[src/rtl/cmdif_pkg.sv]
package cmdif_pkg;
  localparam int ADDR_W = 6;
  localparam int DATA_W = 14;

  typedef enum logic [1:0] {
    MD_ACQ   = 2'b00,
    MD_DWR   = 2'b01,
    MD_ACQRD = 2'b10,
    MD_RD    = 2'b11
  } op_mode_e;
endpackage

[src/rtl/cmdif_sync.sv]
module cmdif_sync #(
  parameter int W = 1,
  parameter int STAGES = 2,
  parameter logic [W-1:0] RST = '0
) (
  input  logic         clk,
  input  logic         rst_n,
  input  logic [W-1:0] d,
  output logic [W-1:0] q
);
  logic [STAGES-1:0][W-1:0] pipe;

  always_ff @(posedge clk or negedge rst_n) begin
    if (!rst_n) pipe <= {STAGES{RST}};
    else        pipe <= {pipe[STAGES-2:0], d};
  end

  assign q = pipe[STAGES-1];
endmodule

[src/rtl/cmdif_ser_rx.sv]
module cmdif_ser_rx
  import cmdif_pkg::*;
#(
  parameter int AW = ADDR_W,
  parameter int DW = DATA_W
) (
  input  logic          clk,
  input  logic          rst_n,
  input  logic          en,
  input  logic          fs_fall,
  input  logic          fs_rise,
  input  logic          sc_fall,
  input  logic          sd,
  input  logic          rd_frame,
  output logic          acq_stb,
  output logic          dwr_stb,
  output logic          err_stb,
  output logic          arm_stb,
  output logic          f_cal,
  output logic          f_ofs,
  output logic [AW-1:0] f_addr,
  output logic [DW-1:0] f_data
);
  localparam int HW = 4 + AW;
  localparam int FW = HW + DW;
  localparam int CW = $clog2(FW + 1);
  localparam logic [CW-1:0] CNT_MAX = '1;
  localparam logic [CW-1:0] CNT_HDR = CW'(HW);
  localparam logic [CW-1:0] CNT_FULL = CW'(FW);

  logic [FW-1:0] sh, sh_n;
  logic [CW-1:0] cnt, cnt_n;
  logic          inf, inf_n;
  logic          acq_n, dwr_n, err_n, arm_n;
  logic          cal_n, ofs_n;
  logic [AW-1:0] addr_n;
  logic [DW-1:0] data_n;

  logic          is_short, is_long, ok;
  logic [HW-1:0] hdr;
  op_mode_e      md;

  always_comb begin
    is_short = (cnt == CNT_HDR);
    is_long  = (cnt == CNT_FULL);
    hdr      = is_long ? sh[FW-1:DW] : sh[HW-1:0];
    md       = op_mode_e'(hdr[HW-1 -: 2]);
    ok       = (is_short && md != MD_DWR) || (is_long && md == MD_DWR);
  end

  always_comb begin
    sh_n   = sh;
    cnt_n  = cnt;
    inf_n  = inf;
    acq_n  = 1'b0;
    dwr_n  = 1'b0;
    err_n  = 1'b0;
    arm_n  = 1'b0;
    cal_n  = f_cal;
    ofs_n  = f_ofs;
    addr_n = f_addr;
    data_n = f_data;
    if (!en) begin
      inf_n = 1'b0;
    end else if (fs_fall) begin
      inf_n = 1'b1;
      cnt_n = '0;
      sh_n  = '0;
    end else if (inf && fs_rise) begin
      inf_n = 1'b0;
      if (ok) begin
        cal_n  = hdr[HW-3];
        ofs_n  = hdr[HW-4];
        addr_n = hdr[AW-1:0];
        if (is_long) data_n = sh[DW-1:0];
        unique case (md)
          MD_ACQ:   acq_n = 1'b1;
          MD_DWR:   dwr_n = 1'b1;
          MD_ACQRD: begin acq_n = 1'b1; arm_n = 1'b1; end
          MD_RD:    arm_n = 1'b1;
        endcase
      end else if (!rd_frame) begin
        err_n = 1'b1;
      end
    end else if (inf && sc_fall) begin
      sh_n = {sh[FW-2:0], sd};
      if (cnt != CNT_MAX) cnt_n = cnt + 1'b1;
    end
  end

  always_ff @(posedge clk or negedge rst_n) begin
    if (!rst_n) begin
      sh      <= '0;
      cnt     <= '0;
      inf     <= 1'b0;
      acq_stb <= 1'b0;
      dwr_stb <= 1'b0;
      err_stb <= 1'b0;
      arm_stb <= 1'b0;
      f_cal   <= 1'b0;
      f_ofs   <= 1'b0;
      f_addr  <= '0;
      f_data  <= '0;
    end else begin
      sh      <= sh_n;
      cnt     <= cnt_n;
      inf     <= inf_n;
      acq_stb <= acq_n;
      dwr_stb <= dwr_n;
      err_stb <= err_n;
      arm_stb <= arm_n;
      f_cal   <= cal_n;
      f_ofs   <= ofs_n;
      f_addr  <= addr_n;
      f_data  <= data_n;
    end
  end
endmodule

[src/rtl/cmdif_ser_tx.sv]
module cmdif_ser_tx
  import cmdif_pkg::*;
#(
  parameter int DW = DATA_W
) (
  input  logic          clk,
  input  logic          rst_n,
  input  logic          en,
  input  logic          fs_fall,
  input  logic          fs_rise,
  input  logic          sc_rise,
  input  logic          arm,
  input  logic [DW-1:0] word,
  output logic          active,
  output logic          sdo
);
  logic [DW-1:0] sh, sh_n;
  logic          pend, pend_n, act_n;

  always_comb begin
    sh_n   = sh;
    pend_n = pend;
    act_n  = active;
    if (!en) begin
      pend_n = 1'b0;
      act_n  = 1'b0;
    end else begin
      if (fs_fall && pend) begin
        act_n  = 1'b1;
        pend_n = 1'b0;
        sh_n   = word;
      end else if (fs_rise) begin
        act_n = 1'b0;
      end else if (active && sc_rise) begin
        sh_n = {sh[DW-2:0], 1'b0};
      end
      if (arm) pend_n = 1'b1;
    end
  end

  always_ff @(posedge clk or negedge rst_n) begin
    if (!rst_n) begin
      sh     <= '0;
      pend   <= 1'b0;
      active <= 1'b0;
    end else begin
      sh     <= sh_n;
      pend   <= pend_n;
      active <= act_n;
    end
  end

  assign sdo = sh[DW-1];
endmodule

[src/rtl/cmdif_par.sv]
module cmdif_par
  import cmdif_pkg::*;
#(
  parameter int AW = ADDR_W
) (
  input  logic          clk,
  input  logic          rst_n,
  input  logic          en,
  input  logic          cs_low,
  input  logic          wr_rise,
  input  logic          cal_in,
  input  logic          ofs_in,
  input  logic [AW-1:0] addr_in,
  output logic          acq_stb,
  output logic          f_cal,
  output logic          f_ofs,
  output logic [AW-1:0] f_addr
);
  logic          take;
  logic          cal_n, ofs_n;
  logic [AW-1:0] addr_n;

  always_comb begin
    take   = en && cs_low && wr_rise;
    cal_n  = take ? cal_in  : f_cal;
    ofs_n  = take ? ofs_in  : f_ofs;
    addr_n = take ? addr_in : f_addr;
  end

  always_ff @(posedge clk or negedge rst_n) begin
    if (!rst_n) begin
      acq_stb <= 1'b0;
      f_cal   <= 1'b0;
      f_ofs   <= 1'b0;
      f_addr  <= '0;
    end else begin
      acq_stb <= take;
      f_cal   <= cal_n;
      f_ofs   <= ofs_n;
      f_addr  <= addr_n;
    end
  end
endmodule

[src/rtl/modecmd_if.sv]
module modecmd_if
  import cmdif_pkg::*;
#(
  parameter int AW = ADDR_W,
  parameter int DW = DATA_W,
  parameter int SYNC_STAGES = 2
) (
  input  logic          clk,
  input  logic          rst_n,
  input  logic          sel_serial,
  input  logic          fsync_n,
  input  logic          sclk,
  input  logic          sdi,
  output logic          sdo,
  output logic          sdo_oe,
  input  logic          wr_n,
  input  logic [AW-1:0] p_addr,
  input  logic          p_cal,
  input  logic          p_ofs,
  output logic          acq_stb,
  output logic          dwr_stb,
  output logic          frame_err,
  output logic          cmd_cal,
  output logic          cmd_ofs,
  output logic [AW-1:0] cmd_addr,
  output logic [DW-1:0] cmd_data,
  output logic [AW-1:0] rd_addr,
  output logic          rd_ofs,
  input  logic [DW-1:0] rd_word
);
  localparam int BW = 7 + AW;
  localparam logic [BW-1:0] IDLE = {1'b0, 1'b1, 1'b1, 1'b0, 1'b1, 1'b0, 1'b0, {AW{1'b0}}};

  // reset release synchroniser
  logic [1:0] rst_pipe;
  logic       rst_i;
  always_ff @(posedge clk or negedge rst_n) begin
    if (!rst_n) rst_pipe <= 2'b00;
    else        rst_pipe <= {rst_pipe[0], 1'b1};
  end
  assign rst_i = rst_pipe[1];

  logic [BW-1:0] raw, syn;
  assign raw = {sel_serial, fsync_n, sclk, sdi, wr_n, p_cal, p_ofs, p_addr};

  cmdif_sync #(.W(BW), .STAGES(SYNC_STAGES), .RST(IDLE)) u_sync (
    .clk(clk), .rst_n(rst_i), .d(raw), .q(syn)
  );

  logic          sel_s, fs_s, sc_s, sd_s, wr_s, cal_s, ofs_s;
  logic [AW-1:0] addr_s;
  assign {sel_s, fs_s, sc_s, sd_s, wr_s, cal_s, ofs_s, addr_s} = syn;

  logic fs_q, sc_q, wr_q;
  always_ff @(posedge clk or negedge rst_i) begin
    if (!rst_i) begin
      fs_q <= 1'b1;
      sc_q <= 1'b1;
      wr_q <= 1'b1;
    end else begin
      fs_q <= fs_s;
      sc_q <= sc_s;
      wr_q <= wr_s;
    end
  end

  logic fs_fall, fs_rise, sc_fall, sc_rise, wr_rise;
  always_comb begin
    fs_fall = fs_q & ~fs_s;
    fs_rise = ~fs_q & fs_s;
    sc_fall = sc_q & ~sc_s;
    sc_rise = ~sc_q & sc_s;
    wr_rise = ~wr_q & wr_s;
  end

  logic          s_acq, s_arm, tx_act;
  logic          s_cal, s_ofs;
  logic [AW-1:0] s_addr;

  cmdif_ser_rx #(.AW(AW), .DW(DW)) u_rx (
    .clk(clk), .rst_n(rst_i), .en(sel_s),
    .fs_fall(fs_fall), .fs_rise(fs_rise), .sc_fall(sc_fall), .sd(sd_s),
    .rd_frame(tx_act),
    .acq_stb(s_acq), .dwr_stb(dwr_stb), .err_stb(frame_err), .arm_stb(s_arm),
    .f_cal(s_cal), .f_ofs(s_ofs), .f_addr(s_addr), .f_data(cmd_data)
  );

  cmdif_ser_tx #(.DW(DW)) u_tx (
    .clk(clk), .rst_n(rst_i), .en(sel_s),
    .fs_fall(fs_fall), .fs_rise(fs_rise), .sc_rise(sc_rise),
    .arm(s_arm), .word(rd_word), .active(tx_act), .sdo(sdo)
  );

  logic          p_acq, pc_cal, pc_ofs;
  logic [AW-1:0] pc_addr;

  cmdif_par #(.AW(AW)) u_par (
    .clk(clk), .rst_n(rst_i), .en(~sel_s), .cs_low(~fs_s), .wr_rise(wr_rise),
    .cal_in(cal_s), .ofs_in(ofs_s), .addr_in(addr_s),
    .acq_stb(p_acq), .f_cal(pc_cal), .f_ofs(pc_ofs), .f_addr(pc_addr)
  );

  always_comb begin
    acq_stb  = s_acq | p_acq;
    cmd_cal  = sel_s ? s_cal  : pc_cal;
    cmd_ofs  = sel_s ? s_ofs  : pc_ofs;
    cmd_addr = sel_s ? s_addr : pc_addr;
    rd_addr  = s_addr;
    rd_ofs   = s_ofs;
    sdo_oe   = tx_act;
  end
endmodule

[config.mk]
export PLATFORM = sky130hd
export DESIGN_NAME = modecmd_if
export DESIGN_NICKNAME = d
export VERILOG_FILES = /design/src/rtl/cmdif_pkg.sv /design/src/rtl/cmdif_sync.sv /design/src/rtl/cmdif_ser_rx.sv /design/src/rtl/cmdif_ser_tx.sv /design/src/rtl/cmdif_par.sv /design/src/rtl/modecmd_if.sv
export SDC_FILE = /design/constraint.sdc
export NUM_CORES = 1
export LEC_CHECK = 0
export BUFFER_PORTS_ARGS = -buffer_cell sky130_fd_sc_hd__buf_2
export CORE_ASPECT_RATIO = 0.8
export CORE_MARGIN = 8
export CORE_UTILIZATION = 30
export DETAILED_ROUTE_END_ITERATION = 8
export PLACE_DENSITY = 0.51
export SKIP_CTS_REPAIR_TIMING = 1
export SLEW_MARGIN = 20
export SYNTH_ARGS = -nofsm -noshare
export SYNTH_HDL_FRONTEND = slang
export SYNTH_SLANG_ARGS = --single-unit
[constraint.sdc]
create_clock -name clk -period 4.3 [get_ports clk]
set_clock_uncertainty 0.15 [all_clocks]
set_input_delay 0.43 -clock clk [delete_from_list [all_inputs] [get_ports clk]]
set_output_delay 0.43 -clock clk [all_outputs]
set_load 0.01 [all_outputs]
==> results of run 1 <==
==> how the worst max path moves through the flow <==
stage,startpoint,endpoint,cells after the start
floorplan,rst_pipe[1],u_par.acq_stb,0
global placement,u_sync.q[12],u_rx.f_data[1],3
detailed placement,u_sync.q[12],u_rx.f_data[11],3
CTS,u_sync.q[12],u_rx.f_data[8],3
global route,u_sync.q[12],u_rx.f_data[2],3
finish,u_sync.q[12],u_rx.f_data[3],3
==> cells by family (layout without fill, tap and decap cells) <==
logic type	Yosys count	count (layout)	share of synthesized area
XOR/XNOR	1	1	0.00192
AO/OA/AOI/OAI	51	51	0.0684
other	1	1	0.000824
buffers and inverters	20	86	0.0261
adder cells (fa/ha/maj)	4	4	0.0110
AND/OR/NAND/NOR	104	104	0.117
multiplexers	63	63	0.157
flip-flops	112	112	0.618
==> critical path, delay by kind of cell, from the launching register on <==
family           cells  cell delay (ns)
muxes                1             0.41
and+or+nand+nor      2             0.84
DFF                  1             0.96
==> sequential cells by signal, indices dropped and copies added (netlist names), 2 cells and up <==
signal        count
u_rx.sh          24
u_rx.f_data      14
u_tx.sh          14
u_sync.pipe      13
u_sync.q         13
u_par.f_addr      6
u_rx.f_addr       6
u_rx.cnt          5
rst_pipe          2
==> Yosys cell counts (2+ instances only) <==
| cell type | count |
|---|---|
| nand2_2 | 2 |
| mux2_2 | 38 |
| inv_1 | 4 |
| mux2_1 | 2 |
| buf_1 | 2 |
| nand2b_1 | 3 |
| and3b_1 | 2 |
| nor3_1 | 3 |
| buf_2 | 5 |
| and3_1 | 2 |
| clkbuf_1 | 2 |
| mux2i_1 | 16 |
| dfrtp_1 | 103 |
| o21ai_1 | 4 |
| nand2_1 | 71 |
| o21ai_0 | 35 |
| nand3_1 | 3 |
| nor2_1 | 4 |
| buf_4 | 4 |
| dfstp_2 | 9 |
| a21oi_1 | 5 |
| ha_1 | 4 |
| mux2_4 | 7 |
| buf_6 | 3 |
==> stage by stage <==
| stage | utilization | power [uW] |
|---|---|---|
| after floorplan | - | 1290 |
| final | 0.359 | 2160 |
| after CTS | 0.357 | 2190 |
| after detailed placement | 0.336 | 1350 |
| after global routing | 0.359 | 2270 |
| after global placement | 0.336 | 1340 |
==> layer usage <==
metal  vias to the layer above  share of wire  global-route usage
li1                       1337              -                   -
met1                      1334           0.47               0.120
met2                        45           0.47               0.158
met3                         9          0.044              0.0352
met4                         0          0.014              0.0345
met5                         -              0                   0
==> power by group <==
group,switching [uW],internal [uW]
Sequential,47.9,1110
Combinational,83.5,86.0
Clock,376,458
==> cell type report <==
cell class | instances | area, um2
fill | 1490 | 9560
inverter | 4 | 15.0
tap | 189 | 236
clock inverter | 3 | 21.3
multi-input combinational | 224 | 1620
timing repair buffer | 66 | 363
clock buffer | 13 | 280
sequential | 112 | 2820
==> results.ini, run 1 <==
[sta]
rsz0062_at_grt=false
setup_viol=0
fin_crit_sh=0.576
tns_ns=0
fin_crit_ns=2.48
holdWs_ns=0.0219
max_freq_mhz=404
hold_viol_final=0
tightest_slew_ns=0.948
drv_slew=0
setup_ws_ns=1.82
max_slew_margin=0.368

[synth]
postSynthAreaPerCell_um2=12.8
synth_cell_types=47
synthesis.nets=389
synth_area_leader_cell=dfrtp_1
syn_area_um2=4550
synth-seq-cells=112
synth_area_leaders=dfrtp_1 (57%), mux2_2 (9.4%), nand2_1 (5.9%)
async_flop_share=1.00
ys_seq_area_frac=0.618
synth_ff_type=dfrtp_1
syn_inst=356
synth_edf_count=0
yosys_warnings=0
synth_top_cell_area_share=0.566

[grt]
antenna_found_initial=0
grt_overflow=0
grt_pass1_wl_mm=15.1
grt_pass1_vias=2916
grt_max_degree=81
grt_usage=0.0982

[worst_hold_path]
min_path_type=in2reg
hold_path.startpoint=wr_n
hold_path_end=u_sync.pipe[8]
holdPathStages=1

[critical_path]
cp_slowest_stage_delay_ns=0.96
startpoint_type=register
path_max_fanout=20
arrival_ns=2.56
cp.required_ns=4.39
end_kind=register
slowest_stage=dfrtp_1
r2r_end=u_rx.f_data[3]
crit_type=reg2reg
ff2ff_path_depth=3
path_cells=nand3_4 > nor3_4 > mux2_2
r2r-start=u_sync.q[12]
r2r_setup_slack_ns=1.82

[cells_and_area]
final_design_area_no_fill_um2=5360
final_cell_mix=dfrtp_1 (102), nand2_1 (71), buf_2 (62)
drive_gt1_frac=0.358
layout_commonest_cell=dfrtp_1
finalNetCount=450
synthToLayoutAreaGrowth_pct=17.6
finalNonFillerCells=611
antennaDiodeCount=0

[placement]
io_buffers=62
dp_slack_ns=1.77
place_area_um2=5020
dp.cells=593
gp_congestion=0.720
dp_hpwl_mm=5.99

[power_and_ir_drop]
power.density_nw_per_um2=403
ir_drop_mv=0.196
leakagePower_uw=0.00256

[clocking]
cts_root_buf=clkbuf_16
clk_latency_ns=0.35
cts.sinks=112
cts_tree=done
path_clk_slew_ns=0.07
htree_levels=3
clockBufferDepth=2
cts_buffers=9

[job]
max-cap-violations=0

[routing]
route.detailed.drc=0
via_per_inst=4.46
wirelength_mm=8.80
ant_nets=0
firstDrtPassIters=4
post_drt_wl_per_cell_um=14.4
drtIter0Drc=72
via_count=2725

[floorplanning]
io_pins=63
die_w_um=154
dieHeight_um=126
rows=40
dieArea_um2=19400
start_util=0.305
core_um2=14900

[run_status]
outcome=finished clean

Note: power is estimated with default switching activity, not from simulation.
==> run 2: changes to the inputs <==
--- a/config.mk
+++ b/config.mk
@@ -5,6 +5,7 @@
 export SDC_FILE = /design/constraint.sdc
 export NUM_CORES = 1
 export LEC_CHECK = 0
+export ABC_AREA = 1
 export BUFFER_PORTS_ARGS = -buffer_cell sky130_fd_sc_hd__buf_2
 export CORE_ASPECT_RATIO = 0.8
 export CORE_MARGIN = 8
==> constraint.sdc (replaced) <==
create_clock -name clk -period 2.4 [get_ports clk]
set_clock_uncertainty 0.15 [all_clocks]
set_input_delay 0.24 -clock clk [delete_from_list [all_inputs] [get_ports clk]]
set_output_delay 0.24 -clock clk [all_outputs]
set_load 0.01 [all_outputs]
==> run 2 against run 1 <==
Sequential power rose by 78%. Worst setup slack worse by 1.5 ns. Non-clock buffer count increased by 20. First-iteration DRC count rose to 2.8 times the previous value. Die area rose by 1.1%. Combinational power grew 60%. Fmax is 17% higher. Synthesized cell count is 29% higher. Critical endpoint is now u_rx.f_addr[5].
==> results.ini, run 2 <==
[synth]
synth_fa_ha_area_frac=0.0109
postSynthAreaPerCell_um2=10.0
synth_simple_gate_area_share=0.218
synth_top_family_by_area=simple AND/OR/NAND/NOR gates
ys_seq_area_frac=0.611
synth_most_common_cell=nand2_1
async_flop_share=1.00
syn_inst=459
synth_cell_types=36
synth_edf_count=0
synth_ff_type=dfrtp_1
synth_area_leader_cell=dfrtp_1
synth_top_cell_area_share=0.559
synthMuxAreaShare=0
synth-seq-cells=112
yosys_warnings=0
syn_area_um2=4610
netlist_top_cells_count=nand2_1 (121), dfrtp_1 (103), o21ai_0 (39)
synth_compound_gate_area_share=0.0980
synth_area_leaders=dfrtp_1 (56%), nand2_1 (9.9%), dfstp_2 (5.1%)
synthXorXnorAreaFrac=0.00190
synthesis.nets=492

[routing]
firstDrtPassIters=4
via_count=3290
ant_nets=0
route.detailed.drc=0
drtIter0Drc=202
post_drt_wl_per_cell_um=13.6
via_per_inst=4.50
wirelength_mm=9.98

[sta]
setup_ws_ns=0.279
max_freq_mhz=472
tightest_slew_ns=0.516
tns_ns=0
rsz0062_at_grt=false
max_slew_margin=0.656
setup_viol=0
drv_slew=0
fin_crit_ns=2.12
fin_crit_sh=0.884
hold_viol_final=0

[cells_and_area]
top_regs=u_rx.sh: 24 flops, u_rx.f_data: 14 flops, u_tx.sh: 14 flops
drive_gt1_frac=0.262
layout_commonest_cell=nand2_1
antennaDiodeCount=0
largest_reg_flops=24
final_cell_mix=nand2_1 (121), dfrtp_1 (102), buf_2 (62)
regMostFlops=u_rx.sh
finalNonFillerCells=731
synthToLayoutAreaGrowth_pct=21.1
final_design_area_no_fill_um2=5580
finalNetCount=570

[clocking]
htree_levels=3
path_clk_slew_ns=0.08
cts_buffers=9
clk_latency_ns=0.35
cts_root_buf=clkbuf_16
cts.sinks=112
cts_tree=done
clockBufferDepth=2

[placement]
dp_slack_ns=0.283
place_area_um2=5130
gp_congestion=0.782
dp_hpwl_mm=7.17
dp.cells=699
io_buffers=62

[critical_path]
path_max_fanout=18
cp.required_ns=2.52
end_kind=register
crit_type=reg2reg
startpoint_type=register
arrival_ns=2.24

[power_and_ir_drop]
p_total_uw=3800
power.density_nw_per_um2=681
ir_drop_mv=0.336
leakagePower_uw=0.00274

[grt]
grt_usage=0.106
grt_overflow=0
antenna_found_initial=0
grt_max_degree=49
grt_pass1_vias=3250
grt_pass1_wl_mm=16.8

[floorplanning]
dieArea_um2=19600
rows=40
die_w_um=155
core_um2=15000
io_pins=63
start_util=0.307
dieHeight_um=127

[job]
max-cap-violations=0

[worst_hold_path]
min_path_type=in2reg

[run_status]
outcome=finished clean

[run 2: cell count changes in the layout (fill, tap and decap cells not counted), sizes merged, moves of 5 or more]
cell,delta
mux2i,-16
nand2,+62
o31ai,+5
mux2,-47
a31oi,+13
buf,+5
nor2,+23
o21ai,+9
nand4,+15
inv,+43
dlygate4sd3,+15
nand3,+19
[run 2: path summary, 6_finish.rpt]
kind	startpoint	end	slack (ns)	cells past startpoint
max reg2reg	u_rx.cnt[0]	u_rx.f_addr[5]	0.28	13
max in group asynchronous	rst_pipe[1]	u_rx.f_addr[2]	1.23	1
max	u_rx.cnt[0]	u_rx.f_addr[5]	0.28	13
min in group asynchronous	rst_n	rst_pipe[1]	0.04	2
min	rd_word[8]	u_tx.sh[8]	0.009	3
min reg2reg	rst_pipe[1]	u_sync.pipe[9]	0.15	0
[run 2: metrics by stage]
stage           util  hold slack (ns)
6_report       0.372          0.00911
5_1_grt        0.372           0.0106
4_1_cts        0.361           -0.501
3_5_place_dp   0.341           -0.122
3_3_place_gp   0.341           -0.123
2_1_floorplan      -           -0.206
[run 2: layout make-up]
| type | instances | area, um2 |
|---|---|---|
| multi-input cells | 284 | 1520 |
| clock inverters | 7 | 67.6 |
| repair buffers | 86 | 543 |
| well taps | 189 | 236 |
| fillers | 1525 | 9440 |
| clock buffers | 9 | 225 |
| flip-flops and latches | 112 | 2820 |
| inverters | 44 | 169 |
[run 2: worst max-delay path, cell delays in order, from the launching register on]
cell     delay [ns]
dfrtp_1        0.37
inv_1          0.08
ha_1           0.21
nand2_2        0.13
inv_2          0.07
nand2_4        0.17
nand2_4        0.10
nand2_4        0.09
nand2_4        0.07
nand2_4        0.08
nand2_4        0.07
nor2_8         0.26
nand2_1        0.11
o21ai_2        0.07
[run 2: where the power goes]
group	total [uW]	switching [uW]	leakage (uW)	internal (uW)
clock network	1460	727	0.000142	737
logic	272	159	0.00121	112
registers	2060	81.8	0.00139	1980
[run 2: cells by family after synthesis]
| family | count (synthesis) |
|---|---|
| AND/OR/NAND/NOR | 205 |
| AO/OA/AOI/OAI | 73 |
| adder cells (fa/ha/maj) | 4 |
| XOR/XNOR | 1 |
| other | 1 |
| flip-flops | 112 |
| buffers and inverters | 63 |
[run 2: metal layers]
layer | part of all wire | vias to the layer above | GRT usage | wire length [um]
met1 | 0.52 | 1567 | 0.150 | 5190
li1 | - | 1639 | - | -
met2 | 0.41 | 76 | 0.152 | 4060
met5 | 0 | - | 0 | 0
met4 | 0.0063 | 0 | 0.0207 | 63
met3 | 0.066 | 8 | 0.0366 | 658
==> run 3: changes to the inputs <==
--- a/config.mk
+++ b/config.mk
@@ -9,9 +9,9 @@
 export BUFFER_PORTS_ARGS = -buffer_cell sky130_fd_sc_hd__buf_2
 export CORE_ASPECT_RATIO = 0.8
 export CORE_MARGIN = 8
-export CORE_UTILIZATION = 30
+export CORE_UTILIZATION = 45
 export DETAILED_ROUTE_END_ITERATION = 8
-export PLACE_DENSITY = 0.51
+export PLACE_DENSITY = 0.69
 export SKIP_CTS_REPAIR_TIMING = 1
 export SLEW_MARGIN = 20
 export SYNTH_ARGS = -nofsm -noshare
==> run 3 against run 2 <==
The flow now finishes with violations (negative hold slack). Combinational power decreased by 1%. Sequential cell count unchanged. Global-route usage increased by 3.7 points. First-iteration DRC count increased by 31%. Final cell count decreased by 7.0%. Routed wire length decreased by 6.3%. Non-clock buffer count decreased by 2. Sequential power about the same. Largest cell class unchanged. Largest power group unchanged.
==> results.ini, run 3 (synthesized netlist as in run 2, its figures left out) <==
[clocking]
cts_tree=done
cts_root_buf=clkbuf_16
clk_latency_ns=0.35
cts_buffers=9
clockBufferDepth=2
cts.sinks=112
htree_levels=3
path_clk_slew_ns=0.08

[power_and_ir_drop]
p_int_uw=2830
power.density_nw_per_um2=688
p_seq_frac=0.545
leakagePower_uw=0.00274
p_total_uw=3790
p_comb_frac=0.071
netSwitchingPower_uw=958
ir_drop_mv=0.333
clkPwrFrac=0.384
swShare=0.253

[cells_and_area]
largest_reg_flops=24
regArea_um2=2820
synthToLayoutAreaGrowth_pct=19.5
layout_commonest_cell=nand2_1
final_cell_mix=nand2_1 (121), dfrtp_1 (102), buf_2 (62)
antennaDiodeCount=0
drive_gt1_frac=0.263
finalNetCount=568
finalNonFillerCells=680
top_regs=u_rx.sh: 24 flops, u_rx.f_data: 14 flops, u_tx.sh: 14 flops
multiInputGateArea_um2=1520
regMostFlops=u_rx.sh
fillers=889

[routing]
ant_nets=0
wirelength_mm=9.35
via_count=3285
route.detailed.drc=0
via_per_inst=4.83
firstDrtPassIters=4
post_drt_wl_per_cell_um=13.7
drtIter0Drc=265

[critical_path]
path_common_cell=nand2_4
r2r_setup_slack_ns=0.25
cp_slowest_stage_delay_ns=0.37
startpoint_type=register
path_cells=inv_1 > ha_1 > nand2_2 > inv_2 > nand2_4 > nand2_4 > nand2_4 > nand2_4 > nand2_4 > nand2_4 > nor2_8 > nand2_1 > o21ai_2
path_delay_family=simple AND/OR/NAND/NOR gates
path_max_fanout=18
ff2ff_path_depth=13
crit_type=reg2reg
cp.required_ns=2.53
end_kind=register
r2r-start=u_rx.cnt[0]
arrival_ns=2.28
slowest_stage=dfrtp_1
r2r_end=u_rx.f_cal
crit_buf_inv=2

[floorplanning]
dieArea_um2=13800
core_um2=10100
start_util=0.456
dieHeight_um=107
io_pins=63
rows=33
die_w_um=129

[sta]
drv_slew=0
tns_ns=0
tightest_slew_ns=0.600
max_freq_mhz=466
fin_crit_ns=2.15
fin_crit_sh=0.894
hold_viol_final=1
setup_ws_ns=0.254
max_slew_margin=0.600
setup_viol=0
rsz0062_at_grt=false
holdWs_ns=-0.00259

[worst_hold_path]
holdPathStages=3
min_path_type=in2reg
hold_path.startpoint=rd_word[0]
hold_path_end=u_tx.sh[0]

[placement]
dp_hpwl_mm=6.71
io_buffers=62
dp.cells=650
gp_congestion=0.809
dp_slack_ns=0.265

[grt]
grt_pass1_vias=3232
antenna_found_initial=0
grt_usage=0.143
grt_max_degree=47
grt_overflow=0
grt_pass1_wl_mm=15.8

[run_status]
violations=negative hold slack
outcome=finished, violations left

[job]
max-cap-violations=0

run 3: changes by cell type in the layout (fill, tap and decap cells not counted), sizes merged:
cell / before / now
inv: 48 / 46
clkinv: 2 / 5
clkinvlp: 1 / 0
dlygate4sd3: 16 / 14
run 3: how the worst max path moves through the flow:
stage | from | to | slack (ns) | cells after the start
after CTS | u_rx.cnt[0] | u_rx.f_cal | 0.23 | 13
after global routing | u_rx.cnt[1] | u_rx.f_addr[5] | 0.09 | 13
after floorplan | rst_pipe[1] | u_par.acq_stb | 0.39 | 0
after detailed placement | u_rx.cnt[0] | u_rx.f_addr[1] | 0.26 | 13
final | u_rx.cnt[0] | u_rx.f_cal | 0.25 | 13
after global placement | u_rx.cnt[0] | u_rx.f_ofs | 0.28 | 13
run 3: through the flow:
stage / instance area (um2) / utilization / hold slack [ns]
finish: 5510 / 0.544 / -0.00259
global route: 5510 / 0.544 / 0.00765
CTS: 5370 / 0.530 / -0.498
detailed placement: 5060 / 0.501 / -0.124
global placement: 5060 / 0.501 / -0.125
floorplan: 4610 / - / -0.206
run 3: cell type report:
type | instances | area share
Sequential cell | 112 | 0.512
Multi-Input combinational cell | 284 | 0.276
Timing Repair Buffer | 84 | 0.0950
Clock buffer | 9 | 0.0409
Tap cell | 140 | 0.0318
Inverter | 44 | 0.0307
Clock inverter | 7 | 0.0139
run 3: layer usage:
metal | global-route usage | up-vias | wire length [um]
met3 | 0.0425 | 5 | 592
li1 | - | 1634 | -
met5 | 0 | - | 0
met4 | 0.0351 | 0 | 49
met2 | 0.214 | 76 | 4210
met1 | 0.200 | 1570 | 4500
run 3: power groups by stage:
| stage | clock, uW | combinational [uW] | sequential [uW] |
|---|---|---|---|
| floorplan | 0 | 155 | 2090 |
| global placement | 0 | 247 | 2100 |
| detailed placement | 0 | 254 | 2100 |
| CTS | 1490 | 255 | 2060 |
| global route | 1570 | 310 | 2080 |
| finish | 1450 | 268 | 2070 |
run 3: worst min-delay path, stage by stage:
cell and delay, ns:
buf_2 0.08, nand3_1 0.06, o21ai_0 0.07
